<file path="src/rtl/rstc_pkg.sv">
package rstc_pkg;
    localparam int CAUSE_W   = 8;
    localparam int B_POR     = 0;
    localparam int B_BOR     = 1;
    localparam int B_PIN     = 2;
    localparam int B_SWR     = 3;
    localparam int B_WDT     = 4;
    localparam int B_CM      = 5;
    localparam int B_OPC     = 6;
    localparam int B_TRAP    = 7;
    localparam logic [CAUSE_W-1:0] POR_PATTERN = 8'h03;

    typedef enum logic [1:0] {
        ST_IDLE    = 2'd0,
        ST_ACTIVE  = 2'd1,
        ST_STRETCH = 2'd2
    } rst_state_e;
endpackage

</file>
<file path="src/rtl/rstc_pin_filter.sv">
module rstc_pin_filter #(
    parameter int FILT_LEN = 4
) (
    input  logic clk,
    input  logic init,
    input  logic pin_n,
    output logic pin_req
);
    localparam int FW = $clog2(FILT_LEN + 1);

    logic [FW-1:0] low_run;

    // consecutive-low counter, saturating at the filter length
    always_ff @(posedge clk) begin
        if (init) begin
            low_run <= '0;
        end else if (!pin_n) begin
            if (low_run != FW'(FILT_LEN))
                low_run <= low_run + 1'b1;
        end else begin
            low_run <= '0;
        end
    end

    assign pin_req = (low_run == FW'(FILT_LEN));
endmodule

</file>
<file path="src/rtl/rstc_cause_reg.sv">
module rstc_cause_reg
    import rstc_pkg::*;
(
    input  logic               clk,
    input  logic               init,
    input  logic [CAUSE_W-1:0] hw_set,
    input  logic               wr,
    input  logic [CAUSE_W-1:0] wdata,
    output logic [CAUSE_W-1:0] q
);
    logic [CAUSE_W-1:0] base;

    always_comb begin
        base = wr ? wdata : q;
    end

    // hardware sets are OR-ed after the write so they always win
    always_ff @(posedge clk) begin
        if (init)
            q <= POR_PATTERN;
        else
            q <= base | hw_set;
    end
endmodule

</file>
<file path="src/rtl/rstc_seq.sv">
module rstc_seq
    import rstc_pkg::*;
#(
    parameter int HOLD_LEN = 16
) (
    input  logic clk,
    input  logic init,
    input  logic any_req,
    output logic rst_out
);
    localparam int CW = $clog2(HOLD_LEN);

    rst_state_e    state, nxt;
    logic [CW-1:0] hold_cnt;

    // state register
    always_ff @(posedge clk) begin
        if (init)
            state <= ST_ACTIVE;
        else
            state <= nxt;
    end

    // transitions
    always_comb begin
        nxt = state;
        unique case (state)
            ST_IDLE:    if (any_req) nxt = ST_ACTIVE;
            ST_ACTIVE:  if (!any_req) nxt = ST_STRETCH;
            ST_STRETCH: begin
                if (any_req)
                    nxt = ST_ACTIVE;
                else if (hold_cnt == CW'(HOLD_LEN - 1))
                    nxt = ST_IDLE;
            end
        endcase
    end

    // hold counter: first quiet edge counts as one
    always_ff @(posedge clk) begin
        if (init || state == ST_ACTIVE || state == ST_IDLE)
            hold_cnt <= CW'(1);
        else if (state == ST_STRETCH)
            hold_cnt <= hold_cnt + 1'b1;
    end

    // outputs
    always_comb begin
        unique case (state)
            ST_IDLE:    rst_out = 1'b0;
            ST_ACTIVE:  rst_out = 1'b1;
            ST_STRETCH: rst_out = 1'b1;
            default:    rst_out = 1'b1;
        endcase
    end
endmodule

</file>
<file path="src/rtl/rstc_top.sv">
module rstc_top
    import rstc_pkg::*;
#(
    parameter int FILT_LEN = 4,
    parameter int HOLD_LEN = 16
) (
    input  logic               clk,
    input  logic               por_req,
    input  logic               bor_req,
    input  logic               ext_rst_n,
    input  logic               swr_req,
    input  logic               wdt_req,
    input  logic               cm_req,
    input  logic               trap_req,
    input  logic               iop_req,
    input  logic               uwr_req,
    input  logic               cause_wr,
    input  logic [CAUSE_W-1:0] cause_wdata,
    output logic [CAUSE_W-1:0] cause_rdata,
    output logic               sys_rst
);
    logic               pin_req;
    logic [CAUSE_W-1:0] src_vec;
    logic               any_req;

    rstc_pin_filter #(.FILT_LEN(FILT_LEN)) u_filt (
        .clk     (clk),
        .init    (por_req),
        .pin_n   (ext_rst_n),
        .pin_req (pin_req)
    );

    always_comb begin
        src_vec         = '0;
        src_vec[B_POR]  = por_req;
        src_vec[B_BOR]  = bor_req;
        src_vec[B_PIN]  = pin_req;
        src_vec[B_SWR]  = swr_req;
        src_vec[B_WDT]  = wdt_req;
        src_vec[B_CM]   = cm_req;
        src_vec[B_OPC]  = iop_req | uwr_req;
        src_vec[B_TRAP] = trap_req;
    end

    assign any_req = |src_vec;

    rstc_cause_reg u_cause (
        .clk    (clk),
        .init   (por_req),
        .hw_set (src_vec),
        .wr     (cause_wr),
        .wdata  (cause_wdata),
        .q      (cause_rdata)
    );

    rstc_seq #(.HOLD_LEN(HOLD_LEN)) u_seq (
        .clk     (clk),
        .init    (por_req),
        .any_req (any_req),
        .rst_out (sys_rst)
    );
endmodule

</file>
<file path="config.mk">
export PLATFORM = sky130hd
export DESIGN_NAME = rstc_top
export DESIGN_NICKNAME = d
export VERILOG_FILES = /design/src/rtl/rstc_pkg.sv /design/src/rtl/rstc_pin_filter.sv /design/src/rtl/rstc_cause_reg.sv /design/src/rtl/rstc_seq.sv /design/src/rtl/rstc_top.sv
export SDC_FILE = /design/constraint.sdc
export NUM_CORES = 1
export LEC_CHECK = 0
export BUFFER_PORTS_ARGS = -buffer_cell sky130_fd_sc_hd__buf_2
export CORE_MARGIN = 2
export CORE_UTILIZATION = 44
export CTS_BUF_LIST = sky130_fd_sc_hd__clkbuf_8
export DETAILED_ROUTE_END_ITERATION = 8
export PLACE_DENSITY = 0.75
export SLEW_MARGIN = 25
export SYNTH_ARGS = -nofsm -noshare
export SYNTH_HDL_FRONTEND = slang
export SYNTH_HIERARCHICAL = 1
export SYNTH_SLANG_ARGS = --single-unit
</file>
<file path="constraint.sdc">
create_clock -name clk -period 1.5 [get_ports clk]
set_input_delay 0.225 -clock clk [delete_from_list [all_inputs] [get_ports clk]]
set_output_delay 0.225 -clock clk [all_outputs]
set_load 0.03 [all_outputs]
</file>
==> results.cfg <==
[setup_path]
path_max_fanout = 3
endpoint_kind = register
cp-start-kind = register
critical_path_required_ns = 1.69
cp.arrival_ns = 1.55
path_class = register to register

[synthesis]
synthTopCellsByArea = dfxtp_1 45%, mux2i_1 12%, ha_1 5.0%
synth-main-ff-cell = dfxtp_1
syn_avg_cell_area_um2 = 9.66
synth.largest_area_cell = dfxtp_1
syn-num-nets = 100
synth_seq_cells = 17
syn-cell-area_um2 = 753
synth-simple-area-share_pct = 18.8
seq_area_frac_synth_pct = 45.2
synthCells = 78
yosysTopAreaCellShare_pct = 45.2
yosysMostFrequentCell = dfxtp_1
synth_compound_area_share_pct = 9.63
synth_cell_types = 28
yosys.area_share.adder_pct = 4.98
async_flop_share_pct = 0
synth_top_family_by_area = simple AND/OR/NAND/NOR gates
ys_top_cells_by_count = 17 x dfxtp_1, 9 x mux2i_1, 8 x inv_1, 7 x nor2_1, 6 x a21oi_1
synth_edf_count = 0
synth_xor_area_share_pct = 3.49
synthMuxAreaShare_pct = 12.0
ys_warn_count = 6

[clocking]
cts_made_buffers = 3
cts_htree_levels = 1
cts_tree = built
cts_buffer_depth = 2
clock_sinks = 17
clock_latency_ns = 0.25
root_buffer = clkbuf_8
path_clk_slew_ns = 0.06

[run]
maxCapViolCount = 0

[power]
peakVddDrop_v = 0.000613
p_per_area_mw_per_mm2 = 959
power.leakage_uw = 0.000469
total_power_uw = 933

[placed_design]
port_buffers = 27
routabilityCongestion = 0.762
hpwl_um = 1070
dpl_worst_slack_ns = 0.0173

[timing]
maxSlewViolCount = 0
setup_viol = 0
finalHoldViolCount = 0
tns_ns = 0
min_period_ns = 1.36
tightest_slew_ns = 0.255
whs_ns = 0.175
setup_ws_ns = 0.138
min_period_over_period_pct = 90.8
rsz0062_at_grt = no
max_clock_freq_mhz = 734
maxSlewHeadroom_pct = 82.9
clock-skew-final_ns = 0.00301

[route]
ant_nets = 0
route.final.wire_length_um = 1400
drc_errors = 0
vias = 619
drt-pass1-iter-count = 3
detail_route.iter0.violations = 3
vias_per_cell = 4.91
wl_per_cell_um = 11.1

[floorplan]
rows = 14
fp.dieH_um = 45.4
dieArea_mm2 = 0.00206
die_x_um = 45.4
start_util_pct = 48.3
ios = 28
core_mm2 = 0.00156

[finish]
multiInputGateArea_um2 = 377
syn2layout_area_growth_pct = 29.2
regArea_um2 = 343
layout.nets = 133
nFillCells = 138
drive_gt1_share_pct = 39.1
num_antenna_cells = 0

[grt]
grt_overflow = 0
grt.total_usage_pct = 14.9
grt_pass1_vias = 570
grt_max_degree = 15
grt_pass1_wl_um = 2170
antenna_found_initial = 0

[hold_path]
hold_path_class = input pin to register

[status]
status = complete, no violations
## routing by layer
metal  up-vias  track usage [%]  share of wire, %
met1       266             14.3                42
met5         -                0                 0
li1        330                -                 -
met4         0             5.29                 0
met3         0             5.95               7.6
met2        23             28.3                50
## where the power goes
part | switching, uW | total, uW | internal (uW)
clock | 144 | 328 | 184
combinational | 71.5 | 129 | 57.3
sequential | 7.40 | 476 | 469
## worst paths after layout
check,end,cells past startpoint,slack [ns],start
worst max-delay path,u_seq/state[1],7,0.14,u_filt/low_run[1]
worst min-delay path,u_filt/low_run[2],2,0.18,ext_rst_n
worst max register to register,u_seq/state[1],7,0.14,u_filt/low_run[1]
worst min register to register,u_cause/q[0],2,0.47,u_cause/q[0]
## what timing repair did
item,CTS,global route
endpoints found under the setup margin,0,2
resized for setup,0,3
hold buffers,0,0
buffers inserted,0,0
## logic make-up after synthesis
| logic type | after synthesis |
|---|---|
| AO/OA/AOI/OAI | 11 |
| multiplexers | 9 |
| XOR/XNOR | 3 |
| adder cells (fa/ha/maj) | 3 |
| flip-flops | 17 |
| buffers and inverters | 10 |
| AND/OR/NAND/NOR | 25 |
## cells in the final DEF (no fill, tap or decap), drive strengths merged, types with 2 or more instances in the layout
cell type / instances
nand2b: 2
nand2: 3
or2: 2
nor4: 2
nor2: 7
buf: 30
dfxtp: 17
nand3: 2
clkbuf: 3
ha: 3
inv: 8
a211oi: 2
xor2: 2
mux2i: 9
a21oi: 6
## critical path: stages (launching register included)
cell and delay (ns):
dfxtp_2 0.34, inv_1 0.05, ha_2 0.16, and2_2 0.19, nor4_2 0.13, nand3b_1 0.10
a211o_1 0.24, nor2_1 0.10
## registers in the layout (all words and copies together) (netlist names)
register        count
u_cause/q           8
u_seq/hold_cnt      4
u_filt/low_run      3
u_seq/state         2
## area by class of cell
class	instances	area share [%]
Timing Repair Buffer	30	16.2
Tap cell	16	2.06
Clock buffer	3	4.24
Multi-Input combinational cell	51	38.7
Clock inverter	1	0.514
Inverter	8	3.08
Sequential cell	17	35.2
## through the flow
stage | cells | util, % | cell area, um^2
finish | 126 | 62.4 | 973
global route | 126 | 62.4 | 973
CTS | 126 | 61.9 | 965
detailed placement | 122 | 58.9 | 918
global placement | 122 | 58.9 | 918
floorplan | 78 | - | 756
(Power assumes the default switching activity.)
